==> config.mk <==
export PLATFORM = sky130hd
export DESIGN_NAME = puzzle_registry
export DESIGN_NICKNAME = d
export VERILOG_FILES = /design/src/rtl/puzzle_registry_pkg.sv /design/src/rtl/pz_sequencer.sv /design/src/rtl/pz_table.sv /design/src/rtl/pz_reply.sv /design/src/rtl/puzzle_registry.sv
export SDC_FILE = /design/constraint.sdc
export NUM_CORES = 1
export LEC_CHECK = 0
export ABC_AREA = 1
export BUFFER_PORTS_ARGS = -buffer_cell sky130_fd_sc_hd__buf_4
export CORE_ASPECT_RATIO = 1.75
export CORE_MARGIN = 10
export CORE_UTILIZATION = 28
export CTS_CLUSTER_SIZE = 16
export DETAILED_ROUTE_END_ITERATION = 6
export SETUP_SLACK_MARGIN = 0.15
export SLEW_MARGIN = 5
export SYNTH_ARGS = -nofsm -noshare
export SYNTH_HDL_FRONTEND = slang
export SYNTH_SLANG_ARGS = --single-unit
==> constraint.sdc <==
create_clock -name clk -period 9.5 [get_ports clk]
set_input_delay 0.95 -clock clk [delete_from_list [all_inputs] [get_ports clk]]
set_output_delay 0.95 -clock clk [all_outputs]
set_load 0.005 [all_outputs]
==> src/rtl/puzzle_registry_pkg.sv <==
package puzzle_registry_pkg;

   typedef enum logic [1:0] {
      MT_MAGIC = 2'd0,
      MT_STATE = 2'd1,
      MT_PROP  = 2'd2
   } msg_type_e;

   typedef enum logic [1:0] {
      AC_REQ = 2'd0,
      AC_RES = 2'd1,
      AC_SET = 2'd2
   } msg_act_e;

   typedef enum logic [1:0] {
      GS_UNINIT  = 2'd0,
      GS_IDLE    = 2'd1,
      GS_PLAYING = 2'd2,
      GS_SOLVED  = 2'd3
   } game_state_e;

   typedef enum logic [2:0] {
      SQ_SCAN_TX,
      SQ_SCAN_WAIT,
      SQ_POLL_PICK,
      SQ_POLL_TX,
      SQ_POLL_WAIT
   } seq_state_e;

endpackage

==> src/rtl/pz_sequencer.sv <==
module pz_sequencer
   import puzzle_registry_pkg::*;
#(
   parameter int ADDR_W     = 7,
   parameter int SCAN_FIRST = 8,
   parameter int SCAN_LAST  = 119,
   parameter int TIMEOUT    = 16,
   parameter int OWN_ADDR   = 16,
   localparam int NADDR     = 1 << ADDR_W,
   localparam int TMR_W     = $clog2(TIMEOUT + 1)
) (
   input  logic              clk,
   input  logic              rst_n,
   input  logic [NADDR-1:0]  present,
   input  logic              grant,
   input  logic              rx_valid,
   input  logic [1:0]        rx_type,
   input  logic [1:0]        rx_action,
   input  logic [ADDR_W-1:0] rx_sender,
   output logic              req_valid,
   output logic [1:0]        req_type,
   output logic [ADDR_W-1:0] req_dest,
   output logic              reg_we,
   output logic [ADDR_W-1:0] reg_addr,
   output logic              scan_done
);

   localparam logic [ADDR_W-1:0] FIRST_A = ADDR_W'(SCAN_FIRST);
   localparam logic [ADDR_W-1:0] LAST_A  = ADDR_W'(SCAN_LAST);
   localparam logic [ADDR_W-1:0] OWN_A   = ADDR_W'(OWN_ADDR);
   localparam logic [TMR_W-1:0]  TMO_END = TMR_W'(TIMEOUT - 1);

   seq_state_e        st_q, st_d;
   logic [ADDR_W-1:0] cur_q, cur_d, cur_dn;
   logic [TMR_W-1:0]  tmr_q, tmr_d;
   logic              done_q, done_d;
   logic              hit, tmo, scan_adv, poll_adv;

   assign cur_dn = (cur_q == FIRST_A) ? LAST_A : cur_q - 1'b1;
   assign hit    = rx_valid && (rx_action == AC_RES) && (rx_sender == cur_q);
   assign tmo    = (tmr_q == TMO_END);

   always_comb begin
      st_d      = st_q;
      cur_d     = cur_q;
      tmr_d     = tmr_q;
      done_d    = done_q;
      req_valid = 1'b0;
      req_type  = MT_MAGIC;
      reg_we    = 1'b0;
      scan_adv  = 1'b0;
      poll_adv  = 1'b0;
      case (st_q)
         SQ_SCAN_TX: begin
            if (cur_q == OWN_A) begin
               scan_adv = 1'b1;
            end else begin
               req_valid = 1'b1;
               if (grant) begin
                  st_d  = SQ_SCAN_WAIT;
                  tmr_d = '0;
               end
            end
         end
         SQ_SCAN_WAIT: begin
            if (hit && (rx_type == MT_MAGIC)) begin
               reg_we   = 1'b1;
               scan_adv = 1'b1;
            end else if (tmo) begin
               scan_adv = 1'b1;
            end else begin
               tmr_d = tmr_q + 1'b1;
            end
         end
         SQ_POLL_PICK: begin
            if (present[cur_q]) st_d = SQ_POLL_TX;
            else                poll_adv = 1'b1;
         end
         SQ_POLL_TX: begin
            req_valid = 1'b1;
            req_type  = MT_STATE;
            if (grant) begin
               st_d  = SQ_POLL_WAIT;
               tmr_d = '0;
            end
         end
         SQ_POLL_WAIT: begin
            if ((hit && (rx_type == MT_STATE)) || tmo) poll_adv = 1'b1;
            else                                       tmr_d = tmr_q + 1'b1;
         end
         default: st_d = SQ_SCAN_TX;
      endcase
      if (scan_adv) begin
         if (cur_q == FIRST_A) begin
            done_d = 1'b1;
            cur_d  = LAST_A;
            st_d   = SQ_POLL_PICK;
         end else begin
            cur_d = cur_q - 1'b1;
            st_d  = SQ_SCAN_TX;
         end
      end
      if (poll_adv) begin
         cur_d = cur_dn;
         st_d  = SQ_POLL_PICK;
      end
   end

   always_ff @(posedge clk) begin
      if (!rst_n) begin
         st_q   <= SQ_SCAN_TX;
         cur_q  <= LAST_A;
         tmr_q  <= '0;
         done_q <= 1'b0;
      end else begin
         st_q   <= st_d;
         cur_q  <= cur_d;
         tmr_q  <= tmr_d;
         done_q <= done_d;
      end
   end

   assign req_dest  = cur_q;
   assign reg_addr  = cur_q;
   assign scan_done = done_q;

endmodule

==> src/rtl/pz_table.sv <==
module pz_table
   import puzzle_registry_pkg::*;
#(
   parameter int ADDR_W = 7,
   localparam int NADDR = 1 << ADDR_W,
   localparam int CNT_W = $clog2(NADDR + 1)
) (
   input  logic              clk,
   input  logic              rst_n,
   input  logic              reg_we,
   input  logic [ADDR_W-1:0] reg_addr,
   input  logic              rx_valid,
   input  logic [1:0]        rx_type,
   input  logic [1:0]        rx_action,
   input  logic [ADDR_W-1:0] rx_sender,
   input  logic [1:0]        rx_state,
   output logic [NADDR-1:0]  present,
   output logic [CNT_W-1:0]  mod_count,
   output logic [1:0]        agg_state,
   output logic              play_valid,
   output logic [ADDR_W-1:0] play_addr
);

   logic [NADDR-1:0] present_q;
   logic [1:0]       st_q [NADDR];
   logic [CNT_W-1:0] cnt_q;
   logic [NADDR-1:0] idle_ok, solv_ok, open_v;
   logic             st_wr;

   assign st_wr = rx_valid && (rx_type == MT_STATE) && (rx_action == AC_RES)
                  && present_q[rx_sender];

   always_ff @(posedge clk) begin
      if (!rst_n) begin
         present_q <= '0;
         cnt_q     <= '0;
         for (int a = 0; a < NADDR; a++) st_q[a] <= GS_UNINIT;
      end else begin
         if (reg_we && !present_q[reg_addr]) begin
            present_q[reg_addr] <= 1'b1;
            cnt_q               <= cnt_q + 1'b1;
         end
         if (st_wr) st_q[rx_sender] <= rx_state;
      end
   end

   for (genvar a = 0; a < NADDR; a++) begin : g_slot
      assign idle_ok[a] = !present_q[a] || (st_q[a] == GS_IDLE);
      assign solv_ok[a] = !present_q[a] || (st_q[a] == GS_SOLVED);
      assign open_v[a]  = present_q[a] && (st_q[a] != GS_SOLVED);
   end

   always_comb begin
      if (!(|present_q) || (&idle_ok)) agg_state = GS_IDLE;
      else if (&solv_ok)               agg_state = GS_SOLVED;
      else                             agg_state = GS_PLAYING;
   end

   always_comb begin
      play_addr = '0;
      for (int a = 0; a < NADDR; a++) begin
         if (open_v[a]) play_addr = ADDR_W'(a);
      end
   end

   assign play_valid = |open_v;
   assign present    = present_q;
   assign mod_count  = cnt_q;

endmodule

==> src/rtl/pz_reply.sv <==
module pz_reply
   import puzzle_registry_pkg::*;
#(
   parameter int ADDR_W = 7
) (
   input  logic              clk,
   input  logic              rst_n,
   input  logic              rx_valid,
   input  logic [1:0]        rx_type,
   input  logic [1:0]        rx_action,
   input  logic [ADDR_W-1:0] rx_sender,
   input  logic              tx_ready,
   output logic              rep_pend,
   output logic [1:0]        rep_type,
   output logic [ADDR_W-1:0] rep_dest
);

   logic take;
   assign take = rx_valid && (rx_action == AC_REQ);

   always_ff @(posedge clk) begin
      if (!rst_n) begin
         rep_pend <= 1'b0;
         rep_type <= MT_MAGIC;
         rep_dest <= '0;
      end else if (take) begin
         rep_pend <= 1'b1;
         rep_type <= rx_type;
         rep_dest <= rx_sender;
      end else if (rep_pend && tx_ready) begin
         rep_pend <= 1'b0;
      end
   end

endmodule

==> src/rtl/puzzle_registry.sv <==
module puzzle_registry
   import puzzle_registry_pkg::*;
#(
   parameter int ADDR_W     = 7,
   parameter int SCAN_FIRST = 8,
   parameter int SCAN_LAST  = 119,
   parameter int TIMEOUT    = 16,
   parameter int OWN_ADDR   = 16,
   localparam int NADDR     = 1 << ADDR_W,
   localparam int CNT_W     = $clog2(NADDR + 1)
) (
   input  logic              clk,
   input  logic              rst_n,
   output logic              tx_valid,
   input  logic              tx_ready,
   output logic [1:0]        tx_type,
   output logic [1:0]        tx_action,
   output logic [ADDR_W-1:0] tx_sender,
   output logic [ADDR_W-1:0] tx_dest,
   output logic [1:0]        tx_state,
   input  logic              rx_valid,
   input  logic [1:0]        rx_type,
   input  logic [1:0]        rx_action,
   input  logic [ADDR_W-1:0] rx_sender,
   input  logic [1:0]        rx_state,
   output logic              scan_done,
   output logic [CNT_W-1:0]  mod_count,
   output logic [1:0]        agg_state,
   output logic              play_valid,
   output logic [ADDR_W-1:0] play_addr
);

   if (ADDR_W < 1 || ADDR_W > 10) begin : g_bad_width
      $error("puzzle_registry: ADDR_W out of range");
   end
   if (SCAN_FIRST < 0 || SCAN_FIRST > SCAN_LAST || SCAN_LAST >= NADDR) begin : g_bad_range
      $error("puzzle_registry: scan range invalid");
   end
   if (TIMEOUT < 1) begin : g_bad_tmo
      $error("puzzle_registry: TIMEOUT must be at least 1");
   end
   if (OWN_ADDR < 0 || OWN_ADDR >= NADDR) begin : g_bad_own
      $error("puzzle_registry: OWN_ADDR out of range");
   end

   logic [NADDR-1:0]  present;
   logic              req_valid, reg_we, rep_pend, grant;
   logic [1:0]        req_type, rep_type;
   logic [ADDR_W-1:0] req_dest, reg_addr, rep_dest;

   assign grant = tx_ready && !rep_pend;

   pz_sequencer #(
      .ADDR_W(ADDR_W), .SCAN_FIRST(SCAN_FIRST), .SCAN_LAST(SCAN_LAST),
      .TIMEOUT(TIMEOUT), .OWN_ADDR(OWN_ADDR)
   ) u_seq (
      .clk(clk), .rst_n(rst_n), .present(present), .grant(grant),
      .rx_valid(rx_valid), .rx_type(rx_type), .rx_action(rx_action),
      .rx_sender(rx_sender), .req_valid(req_valid), .req_type(req_type),
      .req_dest(req_dest), .reg_we(reg_we), .reg_addr(reg_addr),
      .scan_done(scan_done)
   );

   pz_table #(.ADDR_W(ADDR_W)) u_tab (
      .clk(clk), .rst_n(rst_n), .reg_we(reg_we), .reg_addr(reg_addr),
      .rx_valid(rx_valid), .rx_type(rx_type), .rx_action(rx_action),
      .rx_sender(rx_sender), .rx_state(rx_state), .present(present),
      .mod_count(mod_count), .agg_state(agg_state),
      .play_valid(play_valid), .play_addr(play_addr)
   );

   pz_reply #(.ADDR_W(ADDR_W)) u_rep (
      .clk(clk), .rst_n(rst_n), .rx_valid(rx_valid), .rx_type(rx_type),
      .rx_action(rx_action), .rx_sender(rx_sender), .tx_ready(tx_ready),
      .rep_pend(rep_pend), .rep_type(rep_type), .rep_dest(rep_dest)
   );

   assign tx_valid  = rep_pend || req_valid;
   assign tx_type   = rep_pend ? rep_type : req_type;
   assign tx_action = rep_pend ? AC_RES : AC_REQ;
   assign tx_dest   = rep_pend ? rep_dest : req_dest;
   assign tx_sender = ADDR_W'(OWN_ADDR);
   assign tx_state  = agg_state;

endmodule

**Word-level counts from Yosys, hierarchy flattened**

Memories as Yosys holds them, arrays and structs flattened.
Cells that the tools add are included.

- Register bits: 162
- RAM bits: 256
- Bits of input ports: 17
- Word-level logic and storage cells: 1150
- Memories: 1

Memory list:

| name | depth | bits a word | read ports | clocked after memory_dff | wr ports | RTL line | RTL |
|---|---|---|---|---|---|---|---|
| u_tab.st_q | 128 | 2 | 128 | 0 | 128 | pz_table.sv:25 | `logic [1:0] st_q [NADDR];` |

- Add/subtract/negate cells: 3
- Order comparisons: 3
- Equality and inequality tests: 408
- Mux-type cells: 176
- Bitwise logic cells: 2
- Reduce and logical (&&, ||, !) cells: 547

Operators with widths:

| kind | number |
|---|---|
| $mux W7 | 69 |
| $ne A2 B2 Y1 const B | 132 |
| $eq A2 B1 Y1 const B | 130 |
| $logic_or A1 B1 Y1 | 259 |
| $eq A2 B2 Y1 const B | 128 |
| $reduce_and A128 Y1 | 2 |
| $reduce_or A128 Y1 | 2 |
| $mux W6 | 32 |
| $logic_and A1 B1 Y1 | 140 |
| $logic_not A1 Y1 | 131 |
| $or A128 B128 Y128 | 1 |
| $mux W5 | 21 |
| $mux W4 | 8 |
| $mux W3 | 9 |
| $mux W1 | 22 |
| $pmux W5 S4 | 1 |
| $lt A7 B8 Y1 const B | 2 |
| $reduce_and A5 Y1 | 3 |
| $bmux W1 S7 | 2 |
| $mux W2 | 7 |
| $ne A4 B2 Y1 const B | 3 |
| $pmux W3 S4 | 1 |
| $ne A3 B2 Y1 const B | 3 |
| $add A8 B1 Y8 const B | 1 |
| 22 further kinds | 30 |

**Logic depth before layout (Yosys ltp)**

An unclocked memory read counts as a cell.

- Word-level depth: 130
- Mapped depth: 128
- Mapped depth without buffers: 128

**Hierarchy**

Synthesis repeated with hierarchy kept, for this count alone.

- Cell total of the unflattened synthesis: 3327
- Area, all modules: 24183.2 um^2

Modules (own cells, without submodules):

| module | instances | cells an instance | area an instance (um^2) | sequential area each (um^2) |
|---|---|---|---|---|
| pz_table | 1 | 2652 | 20681.1 | 10410.0 |
| pz_sequencer | 1 | 566 | 2826.5 | 320.3 |
| pz_reply | 1 | 64 | 455.4 | 200.2 |
| puzzle_registry | 1 | 45 | 220.2 | 0.0 |

**Least setup slack after synthesis**

No wires, ideal clock.

- Path type: reg-to-output
- From: memory u_tab.st_q[1][1]
- To: output play_addr[0]
- Arrival: 5829 ps
- Required time: 8550 ps
- Setup slack: 2721 ps
- Cell stages (with the launch flop): 128
- Buffers on the path: 0
- Cell sequence: edfxtp_1 -> a21oi_2 -> nand2_1 -> nand2_1 -> nand2_1 -> nand2_1 -> nand2_1 -> nand2_1 -> nand2_1 -> nand2_1 -> nand2_1 -> nand2_1 -> nand2_1 -> nand2_1 -> nand2_1 -> nand2_1 -> nand2_1 -> nand2_1 -> [... 92 more ...] -> nand2_1 -> nand2_1 -> nand2_1 -> nand2_1 -> nand2_1 -> nand2_1 -> nand2_1 -> nand2_1 -> nand2_1 -> nand2_1 -> nand2_1 -> nand2_1 -> nand2_1 -> nand2_1 -> nand2_1 -> nand2_1 -> nand2_1 -> nand2_1

RTL lines:

| item | RTL line | RTL |
|---|---|---|
| start, declared | pz_table.sv:25 |  |
| end, declared | puzzle_registry.sv:30 | `output logic [ADDR_W-1:0] play_addr` |

==> results.py <==
metrics = {
    "outcome": {
        "status": "complete, no violations",
    },
    "drt": {
        "wl_per_cell_um": 21.6,
        "drc_errors": 0,
        "first_pass_iters": 6,
        "via_count": 20800,
        "drt_iter0_markers": 2124,
        "vias_per_cell": 5.30,
        "wirelength_mm": 84.6,
        "final_antenna_net_count": 0,
    },
    "clock_tree": {
        "clockBufferDepth": 3,
        "cts_buffers": 40,
        "cts.hold.buffers_added": 0,
        "cts_tree": "done",
        "clock_sinks": 418,
        "root_buffer": "clkbuf_16",
        "clk_pin_slew_ns": 0.06,
        "htreeDepth": 2,
        "clk_latency_ns": 0.57,
    },
    "sta": {
        "skew_ns": 0.0216,
        "fin_crit_ns": 9.01,
        "final_hold_viol_count": 0,
        "max_slew_margin": 0.110,
        "slew_viol_final": 0,
        "rsz0062_at_grt": "true",
        "setup_viol": 0,
        "whs_ns": 0.477,
        "worstMarginPinSlew_ns": 1.32,
        "fmax_mhz": 111,
        "fin_crit_sh": 0.949,
    },
    "global_route": {
        "grt_use_met2": 0.315,
        "use_met1": 0.188,
        "use_met3": 0.0333,
        "grt_overflow": 0,
        "track_usage": 0.182,
        "grt_pass1_wl_mm": 124,
        "grt.busiest_layer": "met2",
        "antenna_found_initial": 0,
        "grt_max_degree": 78,
        "grt_pass1_vias": 20000,
    },
    "yosys": {
        "synth_largest_area_cell": "edfxtp_1",
        "ys_ff_latch": 418,
        "synth-xor-area-share": 0.00358,
        "ys_types": 46,
        "synth_adder_area_share": 0.00227,
        "yosys-top-cells-area": "edfxtp_1 (35%), dfxtp_1 (15%), nand2_1 (13%)",
        "synth_top_family_by_area": "simple AND/OR/NAND/NOR gates",
        "ys_seq_area_frac": 0.496,
        "synth_mux_area_frac": 0,
        "synth.top_cell.area_share": 0.349,
        "synth_area_per_cell_sq_um": 7.72,
        "synth_flop_cell": "edfxtp_1",
        "netlist_instances": 2856,
        "synthArstFlopShare": 0,
        "synth-simple-area-share": 0.283,
        "yosys_warnings": 0,
        "netlist_area_sq_um": 22000,
        "synth_compound_area_frac": 0.135,
        "synth-edff-count": 256,
    },
    "power_and_ir_drop": {
        "switching_share": 0.252,
        "internal_power_mw": 2.95,
        "switchingPower_uw": 994,
        "p_seq_frac": 0.507,
        "ir_drop_mv": 0.144,
        "pwr-share-comb": 0.074,
        "leakage_nw": 9.77,
        "p_clk_frac": 0.419,
        "p_per_area_nw_per_um2": 158,
    },
    "floorplanning": {
        "initial_core_util": 0.282,
        "core_area_sq_um": 78300,
        "fp-row-count": 136,
        "die_w_um": 232,
        "ioPinCount": 57,
        "die_y_um": 391,
        "design.die.area_sq_um": 90800,
    },
    "worst_setup_path": {
        "crit_fanout": 2,
        "path_class": "reg -> out",
        "cp-start-kind": "register",
        "reg2reg_depth": 12,
        "r2r-end": "u_tab.present[49]",
        "cp.required_ns": 8.55,
        "max_stage_delay_ns": 0.41,
        "critPathMostFrequentCell": "nand2_1",
        "endpoint": "play_addr[0]",
        "startpoint": "u_tab.st_q[1][0]",
        "r2r_start": "u_seq.reg_addr[2]",
        "end_kind": "output port",
        "critical-path-slowest-cell": "edfxtp_1",
        "crit_arrival_ns": 8.06,
        "r2r_slack_ns": 2.05,
    },
    "flow_run": {
        "maxCapViolCount": 0,
    },
    "finish": {
        "post-route-util": 0.318,
        "antenna_cells": 0,
        "nets": 2879,
        "area_growth_pct": 12.9,
        "fillers": 8270,
        "regArea_sq_um": 10900,
        "multi_input_area_sq_um": 9520,
        "drive_gt1_frac": 0.0956,
    },
    "placed_design": {
        "globalplace.congestion": 0.969,
        "port_buffers": 48,
        "place_hpwl_mm": 57.4,
    },
    "worst_hold_path": {
        "holdCritPathClass": "reg -> reg",
    },
}
## repair_timing
item	in CTS	in global routing
gates resized for setup	0	14
setup endpoints to repair	0	1
setup buffers	0	1
hold endpoints to repair	0	0
## metrics by stage
| step | total power, mW | setup TNS (ns) | cells | setup slack (ns) | area, sq um |
|---|---|---|---|---|---|
| 6_report | 3.94 | 0 | 3922 | 0.485 | 24900 |
| 5_1_grt | 4.03 | -0.654 | 3922 | -0.654 | 24900 |
| 4_1_cts | 3.94 | 0 | 3921 | 0.217 | 24900 |
| 3_5_place_dp | 2.32 | 0 | 3850 | 0.844 | 23500 |
| 3_3_place_gp | 2.31 | 0 | 3850 | 0.711 | 23500 |
| 2_1_floorplan | 2.20 | 0 | 2862 | 2.72 | 22100 |
## cells by family after synthesis
logic type	Yosys count
compound gates	514
xor+xnor	9
fa+ha+maj	4
buf+inv	458
flops	418
other cells	2
simple gates	1451
## area by class of cell
type / count / area share
sequential: 418 / 0.439
multi-input combinational: 1986 / 0.382
tap: 1035 / 0.0520
inverter: 337 / 0.0511
clock buffer: 55 / 0.0470
timing repair buffer: 75 / 0.0228
clock inverter: 16 / 0.00553
## cell usage after synthesis, types with 10 or more instances
master,instances
nand2_4,52
nor2_1,405
o22ai_1,105
nand2_1,761
clkbuf_1,103
nand2_2,30
buf_4,11
inv_1,305
nor4_1,21
nand4_1,29
inv_2,25
o21ai_0,125
o41ai_1,31
a21oi_1,191
edfxtp_1,256
nor3_1,38
dfxtp_1,162
o21ai_1,10
nand3_1,105
## power groups by stage
| stage | Sequential, mW | Clock (mW) | Combinational [mW] |
|---|---|---|---|
| floorplan | 2.03 | 0 | 0.171 |
| global placement | 2.04 | 0 | 0.274 |
| detailed placement | 2.04 | 0 | 0.278 |
| CTS | 2.00 | 1.66 | 0.278 |
| global route | 2.00 | 1.72 | 0.310 |
| finish | 2.00 | 1.65 | 0.291 |
## how the worst min path moves through the flow
| stage | start | cells after the start | slack (ns) | end |
|---|---|---|---|---|
| 2_1_floorplan | u_tab.present[100] | 2 | 0.46 | u_tab.present[100] |
| 3_3_place_gp | u_seq.scan_done | 2 | 0.46 | u_seq.scan_done |
| 3_5_place_dp | u_seq.scan_done | 2 | 0.46 | u_seq.scan_done |
| 4_1_cts | u_tab.mod_count[7] | 1 | 0.48 | u_tab.mod_count[7] |
| 5_1_grt | u_seq.scan_done | 2 | 0.51 | u_seq.scan_done |
| 6_report | u_tab.mod_count[7] | 1 | 0.48 | u_tab.mod_count[7] |
## per-layer routing
metal  routed length (um)  up-vias
met1                28300     9776
met4                 8070        2
met3                 6930      409
li1                     -     9483
met5                   81        -
met2                41200     1127
## worst max-delay path, delay by kind of cell, from the launching register on
family	cells	cell delay [ns]
compound gates	1	0.17
buf+inv	1	0.10
flops	1	0.41
simple gates	126	6.77
## sequential cells by signal (all words and copies together) (netlist names)
signal           flops
u_rep.rep_dest       7
u_rep.rep_type       2
u_tab.present      128
u_seq.tmr_q          5
u_seq.st_q           3
u_tab.st_q         256
u_rep.rep_pend       1
u_tab.mod_count      8
u_seq.reg_addr       7
u_seq.scan_done      1
## cell usage in the layout (no fill, tap or decap), drive strengths merged, types with 29 or more instances in the layout
master / netlist / final
buf: 18 / 75
o21ai: 135 / 135
nor3: 38 / 38
o41ai: 31 / 31
a21oi: 192 / 192
nand2: 843 / 843
nand3: 105 / 105
o22ai: 105 / 105
inv: 330 / 330
nand4: 29 / 29
edfxtp: 256 / 256
dfxtp: 162 / 162
clkbuf: 103 / 55
nor2: 405 / 405
Power figures use the tool's default switching activity.
